==> src/rtl/hzd_pkg.sv <==
package hzd_pkg;

    localparam int OPC_W = 3;

    localparam logic [OPC_W-1:0] OPC_NOP    = 3'd0;
    localparam logic [OPC_W-1:0] OPC_ALU    = 3'd1;
    localparam logic [OPC_W-1:0] OPC_ALUI   = 3'd2;
    localparam logic [OPC_W-1:0] OPC_LOAD   = 3'd3;
    localparam logic [OPC_W-1:0] OPC_STORE  = 3'd4;
    localparam logic [OPC_W-1:0] OPC_BRANCH = 3'd5;

    // producer stages, youngest first: ALU, memory, write-back
    localparam int NUM_PROD = 3;
    localparam int SEL_W    = $clog2(NUM_PROD + 1);
    localparam int NUM_SRC  = 2;

    typedef enum logic [SEL_W-1:0] {
        FWD_RF  = 2'd0,
        FWD_ALU = 2'd1,
        FWD_MEM = 2'd2,
        FWD_WB  = 2'd3
    } fwd_sel_e;

    typedef enum logic [1:0] {
        ACT_RUN      = 2'd0,
        ACT_HOLD     = 2'd1,
        ACT_REDIRECT = 2'd2
    } act_e;

    function automatic logic op_writes(input logic [OPC_W-1:0] op);
        return (op == OPC_ALU) || (op == OPC_ALUI) || (op == OPC_LOAD);
    endfunction

    function automatic logic op_reads1(input logic [OPC_W-1:0] op);
        return (op == OPC_ALU) || (op == OPC_ALUI) || (op == OPC_LOAD) ||
               (op == OPC_STORE) || (op == OPC_BRANCH);
    endfunction

    function automatic logic op_reads2(input logic [OPC_W-1:0] op);
        return (op == OPC_ALU) || (op == OPC_STORE) || (op == OPC_BRANCH);
    endfunction

endpackage

==> src/rtl/hzd_prod_cmp.sv <==
module hzd_prod_cmp
    import hzd_pkg::*;
#(
    parameter int REG_W = 5
) (
    input  logic [REG_W-1:0] src,
    input  logic             src_live,
    input  logic             prod_valid,
    input  logic [OPC_W-1:0] prod_op,
    input  logic [REG_W-1:0] prod_dst,
    output logic             hit
);
    logic dst_nonzero;
    logic same_reg;

    always_comb begin
        dst_nonzero = (prod_dst != '0);
        same_reg    = (prod_dst == src);
        hit         = src_live && prod_valid && op_writes(prod_op) &&
                      dst_nonzero && same_reg;
    end
endmodule

==> src/rtl/hzd_operand_fwd.sv <==
module hzd_operand_fwd
    import hzd_pkg::*;
#(
    parameter int REG_W = 5
) (
    input  logic [REG_W-1:0]                 src,
    input  logic                             src_live,
    input  logic [NUM_PROD-1:0]              prod_valid,
    input  logic [NUM_PROD-1:0][OPC_W-1:0]   prod_op,
    input  logic [NUM_PROD-1:0][REG_W-1:0]   prod_dst,
    output logic [SEL_W-1:0]                 sel
);
    logic [NUM_PROD-1:0] hits;

    for (genvar p = 0; p < NUM_PROD; p++) begin : g_cmp
        hzd_prod_cmp #(.REG_W(REG_W)) u_cmp (
            .src        (src),
            .src_live   (src_live),
            .prod_valid (prod_valid[p]),
            .prod_op    (prod_op[p]),
            .prod_dst   (prod_dst[p]),
            .hit        (hits[p])
        );
    end

    // oldest first so a younger hit overrides
    always_comb begin
        sel = FWD_RF;
        for (int k = NUM_PROD - 1; k >= 0; k--) begin
            if (hits[k]) begin
                sel = SEL_W'(k + 1);
            end
        end
    end
endmodule

==> src/rtl/hzd_load_use.sv <==
module hzd_load_use
    import hzd_pkg::*;
#(
    parameter int REG_W = 5
) (
    input  logic [NUM_SRC-1:0][REG_W-1:0] src,
    input  logic [NUM_SRC-1:0]            src_live,
    input  logic                          ex_valid,
    input  logic [OPC_W-1:0]              ex_op,
    input  logic [REG_W-1:0]              ex_dst,
    output logic                          load_use
);
    logic [NUM_SRC-1:0] dep;
    logic               ex_is_load;

    assign ex_is_load = ex_valid && (ex_op == OPC_LOAD) && (ex_dst != '0);

    for (genvar s = 0; s < NUM_SRC; s++) begin : g_dep
        assign dep[s] = src_live[s] && (src[s] == ex_dst);
    end

    assign load_use = ex_is_load && (|dep);
endmodule

==> src/rtl/hzd_action_ctl.sv <==
module hzd_action_ctl
    import hzd_pkg::*;
(
    input  logic load_use,
    input  logic branch_flush,
    output logic pc_hold,
    output logic ifid_hold,
    output logic idex_bubble,
    output logic ifid_flush,
    output logic idex_flush,
    output logic pc_redirect
);
    act_e act;

    // action choice: a redirect outranks a hold
    always_comb begin
        if (branch_flush) begin
            act = ACT_REDIRECT;
        end else if (load_use) begin
            act = ACT_HOLD;
        end else begin
            act = ACT_RUN;
        end
    end

    // outputs per action
    always_comb begin
        pc_hold     = 1'b0;
        ifid_hold   = 1'b0;
        idex_bubble = 1'b0;
        ifid_flush  = 1'b0;
        idex_flush  = 1'b0;
        pc_redirect = 1'b0;
        unique case (act)
            ACT_RUN: begin
            end
            ACT_HOLD: begin
                pc_hold     = 1'b1;
                ifid_hold   = 1'b1;
                idex_bubble = 1'b1;
            end
            ACT_REDIRECT: begin
                ifid_flush  = 1'b1;
                idex_flush  = 1'b1;
                pc_redirect = 1'b1;
            end
            default: begin
            end
        endcase
    end
endmodule

==> src/rtl/hzd_fwd_unit.sv <==
module hzd_fwd_unit
    import hzd_pkg::*;
#(
    parameter int REG_W = 5
) (
    input  logic             id_valid,
    input  logic [2:0]       id_op,
    input  logic [REG_W-1:0] id_src1,
    input  logic [REG_W-1:0] id_src2,
    input  logic             ex_valid,
    input  logic [2:0]       ex_op,
    input  logic [REG_W-1:0] ex_dst,
    input  logic             mem_valid,
    input  logic [2:0]       mem_op,
    input  logic [REG_W-1:0] mem_dst,
    input  logic             wb_valid,
    input  logic [2:0]       wb_op,
    input  logic [REG_W-1:0] wb_dst,
    input  logic             ex_taken,
    output logic [1:0]       fwd_sel1,
    output logic [1:0]       fwd_sel2,
    output logic             pc_hold,
    output logic             ifid_hold,
    output logic             idex_bubble,
    output logic             ifid_flush,
    output logic             idex_flush,
    output logic             pc_redirect
);
    logic [NUM_SRC-1:0][REG_W-1:0]  src_num;
    logic [NUM_SRC-1:0]             src_live;
    logic [NUM_SRC-1:0][SEL_W-1:0]  src_sel;
    logic [NUM_PROD-1:0]            prod_valid;
    logic [NUM_PROD-1:0][OPC_W-1:0] prod_op;
    logic [NUM_PROD-1:0][REG_W-1:0] prod_dst;
    logic                           load_use;
    logic                           branch_flush;

    always_comb begin
        src_num[0]  = id_src1;
        src_num[1]  = id_src2;
        src_live[0] = id_valid && op_reads1(id_op) && (id_src1 != '0);
        src_live[1] = id_valid && op_reads2(id_op) && (id_src2 != '0);
        prod_valid  = {wb_valid, mem_valid, ex_valid};
        prod_op     = {wb_op, mem_op, ex_op};
        prod_dst    = {wb_dst, mem_dst, ex_dst};
    end

    for (genvar s = 0; s < NUM_SRC; s++) begin : g_src
        hzd_operand_fwd #(.REG_W(REG_W)) u_fwd (
            .src        (src_num[s]),
            .src_live   (src_live[s]),
            .prod_valid (prod_valid),
            .prod_op    (prod_op),
            .prod_dst   (prod_dst),
            .sel        (src_sel[s])
        );
    end

    assign fwd_sel1 = src_sel[0];
    assign fwd_sel2 = src_sel[1];

    hzd_load_use #(.REG_W(REG_W)) u_lu (
        .src      (src_num),
        .src_live (src_live),
        .ex_valid (ex_valid),
        .ex_op    (ex_op),
        .ex_dst   (ex_dst),
        .load_use (load_use)
    );

    assign branch_flush = ex_taken && ex_valid && (ex_op == OPC_BRANCH);

    hzd_action_ctl u_act (
        .load_use     (load_use),
        .branch_flush (branch_flush),
        .pc_hold      (pc_hold),
        .ifid_hold    (ifid_hold),
        .idex_bubble  (idex_bubble),
        .ifid_flush   (ifid_flush),
        .idex_flush   (idex_flush),
        .pc_redirect  (pc_redirect)
    );
endmodule

==> config.mk <==
export PLATFORM = sky130hd
export DESIGN_NAME = hzd_fwd_unit
export DESIGN_NICKNAME = d
export VERILOG_FILES = /design/src/rtl/hzd_pkg.sv /design/src/rtl/hzd_prod_cmp.sv /design/src/rtl/hzd_operand_fwd.sv /design/src/rtl/hzd_load_use.sv /design/src/rtl/hzd_action_ctl.sv /design/src/rtl/hzd_fwd_unit.sv
export SDC_FILE = /design/constraint.sdc
export NUM_CORES = 1
export LEC_CHECK = 0
export BUFFER_PORTS_ARGS = -buffer_cell sky130_fd_sc_hd__buf_2
export CAP_MARGIN = 20
export CORE_MARGIN = 3
export CORE_UTILIZATION = 44
export DETAILED_ROUTE_END_ITERATION = 10
export GPL_TIMING_DRIVEN = 0
export PLACE_DENSITY_LB_ADDON = 0.25
export SLEW_MARGIN = 20
export SYNTH_ARGS = -nofsm -noshare
export SYNTH_HDL_FRONTEND = slang
export SYNTH_SLANG_ARGS = --single-unit
==> constraint.sdc <==
create_clock -name vclk -period 2.05
set_input_delay 0 -clock vclk [all_inputs]
set_output_delay 0 -clock vclk [all_outputs]
set_load 0.05 [all_outputs]
# == After elaboration in Yosys (flattened, before gate mapping) ==
# Cells that the tools add are included.
# word_totals
regBits,0
latchBits,0
ram_bits,0
rom_bits,0
input_bits,42
output_inout_bits,10
word_cells,88
mem_count,0
# classes
addsub,0
mul,0
div,0
n_lt_le_gt_ge,0
eq_ne,25
shift,0
n_mux,10
n_bitwise,0
reduce_logical,53
# op_table
cell,n
$eq A5 B5 Y1,8
$logic_and A1 B1 Y1,35
$reduce_bool A5 Y1,5
$eq A3 B2 Y1 const B,8
$mux W2,7
$eq A3 B1 Y1 const B,4
$logic_or A1 B1 Y1,12
$eq A3 B3 Y1 const B,3
$mux W1,3
$eq A2 B1 Y1 const B,1
$eq A2 B2 Y1 const B,1
$reduce_or A2 Y1,1

# == Logic depth before layout (Yosys ltp) ==
# logic_depth
word_depth,14
ltp_mapped,6
ltp_nobuf,5

# == By module ==
# From an unflattened synthesis, not the netlist that was laid out.
# unflattened
hier_cells,103
hier_area_um2,777.0
# modules_own_cells
module,instances,cells_per_inst,area_per_inst_um2,seq_area_each_um2
hzd_prod_cmp,6,10,82.6,0.0
hzd_load_use,1,18,142.6,0.0
hzd_fwd_unit,1,11,61.3,0.0
hzd_action_ctl,1,6,40.0,0.0
hzd_operand_fwd,2,4,18.8,0.0

# == Worst setup path after synthesis ==
# Ideal clock, no wire load.
# synth_path
path_type,input to output
from,in mem_dst[1]
to,out fwd_sel1[0]
arrival_time_ns,2.031
required_ns,2.050
path_slack_ns,0.019
path_stages,5
n_path_buf,0
path_cell_list,or4_1 nor2_1 nor4b_1 and4_1 o32ai_1
# synth_between
elab_chain_cells,5
word_cells_on_any_way,6
cone_classes,eq/ne (1); mux (2); reduce/logical (3)
# synth_rtl
element,line_no,rtl
start: declaration,hzd_fwd_unit.sv:15,"input logic [REG_W-1:0] mem_dst,"
$reduce_bool A5 Y1,hzd_prod_cmp.sv:17,dst_nonzero = (prod_dst != '0);
$logic_and A1 B1 Y1,hzd_prod_cmp.sv:19,hit = src_live && prod_valid && op_writes(prod_op) &&
$logic_and A1 B1 Y1 (*),hzd_prod_cmp.sv:20,dst_nonzero && same_reg;
$mux W2 (*) (2 in series),hzd_operand_fwd.sv:30,if (hits[k]) begin
end: declaration,hzd_fwd_unit.sv:20,"output logic [1:0] fwd_sel1,"
# Every way passes the cells marked *; elsewhere a longest branch is shown, timed or not.

# == Worst setup path in the final report ==
# layout_path
from,in id_src2[2]
to,out ifid_hold
# layout_between
elab_chain_cells,9
word_cells_on_any_way,10
cone_classes,eq/ne (2); mux (3); reduce/logical (5)
# layout_rtl
element,line_no,rtl
start: declaration,hzd_fwd_unit.sv:9,"input logic [REG_W-1:0] id_src2,"
$reduce_bool A5 Y1,hzd_fwd_unit.sv:42,src_live[1] = id_valid && op_reads2(id_op) && (id_src2 != '0);
$logic_and A1 B1 Y1,hzd_fwd_unit.sv:42,
$logic_and A1 B1 Y1 (*),hzd_load_use.sv:19,assign dep[s] = src_live[s] && (src[s] == ex_dst);
$reduce_or A2 Y1 (*),hzd_load_use.sv:22,assign load_use = ex_is_load && (|dep);
$logic_and A1 B1 Y1 (*),hzd_load_use.sv:22,
$mux W1 (*),hzd_action_ctl.sv:19,end else if (load_use) begin
$mux W2 (*),hzd_action_ctl.sv:17,if (branch_flush) begin
$eq A2 B1 Y1 (*),hzd_action_ctl.sv:34,unique case (act)
$mux W1 (*),hzd_action_ctl.sv:34,
end: declaration,hzd_fwd_unit.sv:23,"output logic ifid_hold,"
# Marks and branches as above.

==> run metrics <==
outcome finished, final reports clean; post_cts resized 0; Worst Setup Path Type in -> out; Yosys top cell by area xnor2_1; met2 routed WL 948 um; most common cell after layout, fill and taps aside buf_2; Final nets 178; met1 WL 772 um; register area share after synthesis 0; Synth top area share 0.213; RSZ-0062 raised after global routing no; Remaining DRCs 0; Die X 43.4 um; Syn Area/Cell 7.51 um2; crit share post-route 0.782; Final ANT Viol Nets 0; drt pass-1 iters 4; DIE AREA 1880 um2; CP endpoint ifid_hold; drt initial violations 12; Mapped Nets 124; FF+latch count 0; relative slew slack 0.607; Flop pwr share 0; HPWL after DPL 1690 um; num rows 12; Post-Syn Area 616 um2; vias in the first global route 764; Routed WL 1940 um; Combinational Power Share 1.000; Max Fclk 624 MHz; Fin Setup TNS 0 ns; Critical Path Start id_src2[2]; PwrDens 181 nW/um2; placed cell count 148; min-delay src ex_op[1]; largest net degree at the start of global routing 5; register area 0 um2; Clk pwr share 0; Internal Pwr Total 75.4 uW; share of layout cells above drive strength 1 0.455; element type at the critical path start input port; Post-CTS Hold Buffers 0; final setup vio count 0; clk_buf instances 0; ant diodes 0; Tightest Hold Check Type in -> out; Worst-Margin Slew 0.582 ns; Fillers 112; WP data arrival 1.60 ns; Crit. End Element output pin; starting density of the core 0.512; highest routed layer met4; final critical-path required period 1.60 ns; post-route insts no fill 148; VDD IR max 0.113 mV; Tot GR Track Use 0.196; most frequent cells in the layout buf_2, xnor2_1, xor2_1; Met3 Wirelength 200 um; Sw Share 0.532; Syn-to-layout area delta 45.1%; Max Slew Vio Count 0; initial antenna violation count 0; core area 1200 um2; Final GP Congestion 0.890; Synth warnings 0; Lkg Pwr 0.000428 uW; Die H 43.4 um; top cells by area, synth xnor2_1, xor2_1, nor3_1; drt via density 5.50; net switching power 85.9 uW; Crit Path Max Fanout 4; WL per Instance 13.1 um; WP data required 2.05 ns; num ports 52; count of final hold-check violations 0; Yosys cell types 25; Syn Inst Count 82; post-CTS setup buffers 0; first-pass GRT wire length 3010 um; GRT overflow 0; Buffers on Ports 52; max_cap viols 0; Vias 814
## power groups by stage
| stage | registers (uW) | logic (uW) | clock network, uW |
|---|---|---|---|
| 5_1_grt | 0 | 176 | 0 |
| 3_3_place_gp | 0 | 153 | 0 |
| 4_1_cts | 0 | 160 | 0 |
| 2_1_floorplan | 0 | 78.7 | 0 |
| 3_5_place_dp | 0 | 159 | 0 |
| 6_report | 0 | 161 | 0 |
## stage by stage
stage / instance area [um2] / setup WS, ns / utilization / power (uW) / hold WS (ns)
final: 893 / 0.448 / 0.744 / 161 / 0.354
after global routing: 893 / 0.298 / 0.744 / 176 / 0.385
after CTS: 893 / 0.451 / 0.744 / 160 / 0.356
after detailed placement: 893 / 0.440 / 0.744 / 159 / 0.355
after global placement: 893 / 0.442 / 0.744 / 153 / 0.353
after floorplan: 616 / 0.0187 / - / 78.7 / 0.186
## cell type report
cell class | count | area [um2] | share of cell area
well taps | 14 | 17.5 | 0.0196
multi-input cells | 75 | 574 | 0.643
repair buffers | 52 | 260 | 0.291
inverters | 3 | 11.3 | 0.0126
plain buffers | 4 | 30.0 | 0.0336
## cells by family after synthesis
group | count (synthesis) | synth area share
buf+inv | 7 | 0.0671
compound gates | 10 | 0.159
xor+xnor | 30 | 0.427
simple gates | 35 | 0.348
## worst max-delay path: stages
cell,delay (ns)
buf_2,0.16
nor4_1,0.10
a2111oi_2,0.53
and4_1,0.30
o21a_1,0.17
buf_4,0.11
buf_2,0.24
## metal layers
metal,vias to the layer above,global-route usage
li1,403,-
met1,364,0.262
met2,45,0.342
met3,2,0
met4,0,0.0602
met5,-,0
## cells in the mapped netlist (all sizes together), types with 2 or more instances
master / n
xnor2: 15
inv: 3
buf: 4
nor3: 7
xor2: 15
nor4: 2
nand3: 5
a21oi: 2
and4: 3
nor4b: 2
o211ai: 2
nand4: 3
nor2: 7
or4: 4
## worst min path at each step
stage / to / slack (ns) / depth (start not counted)
floorplan: fwd_sel1[1] / 0.19 / 2
global placement: idex_flush / 0.35 / 3
finish: idex_flush / 0.35 / 3
detailed placement: idex_flush / 0.36 / 3
CTS: idex_flush / 0.36 / 3
global route: idex_flush / 0.38 / 3
Power figures use the tool's default switching activity.
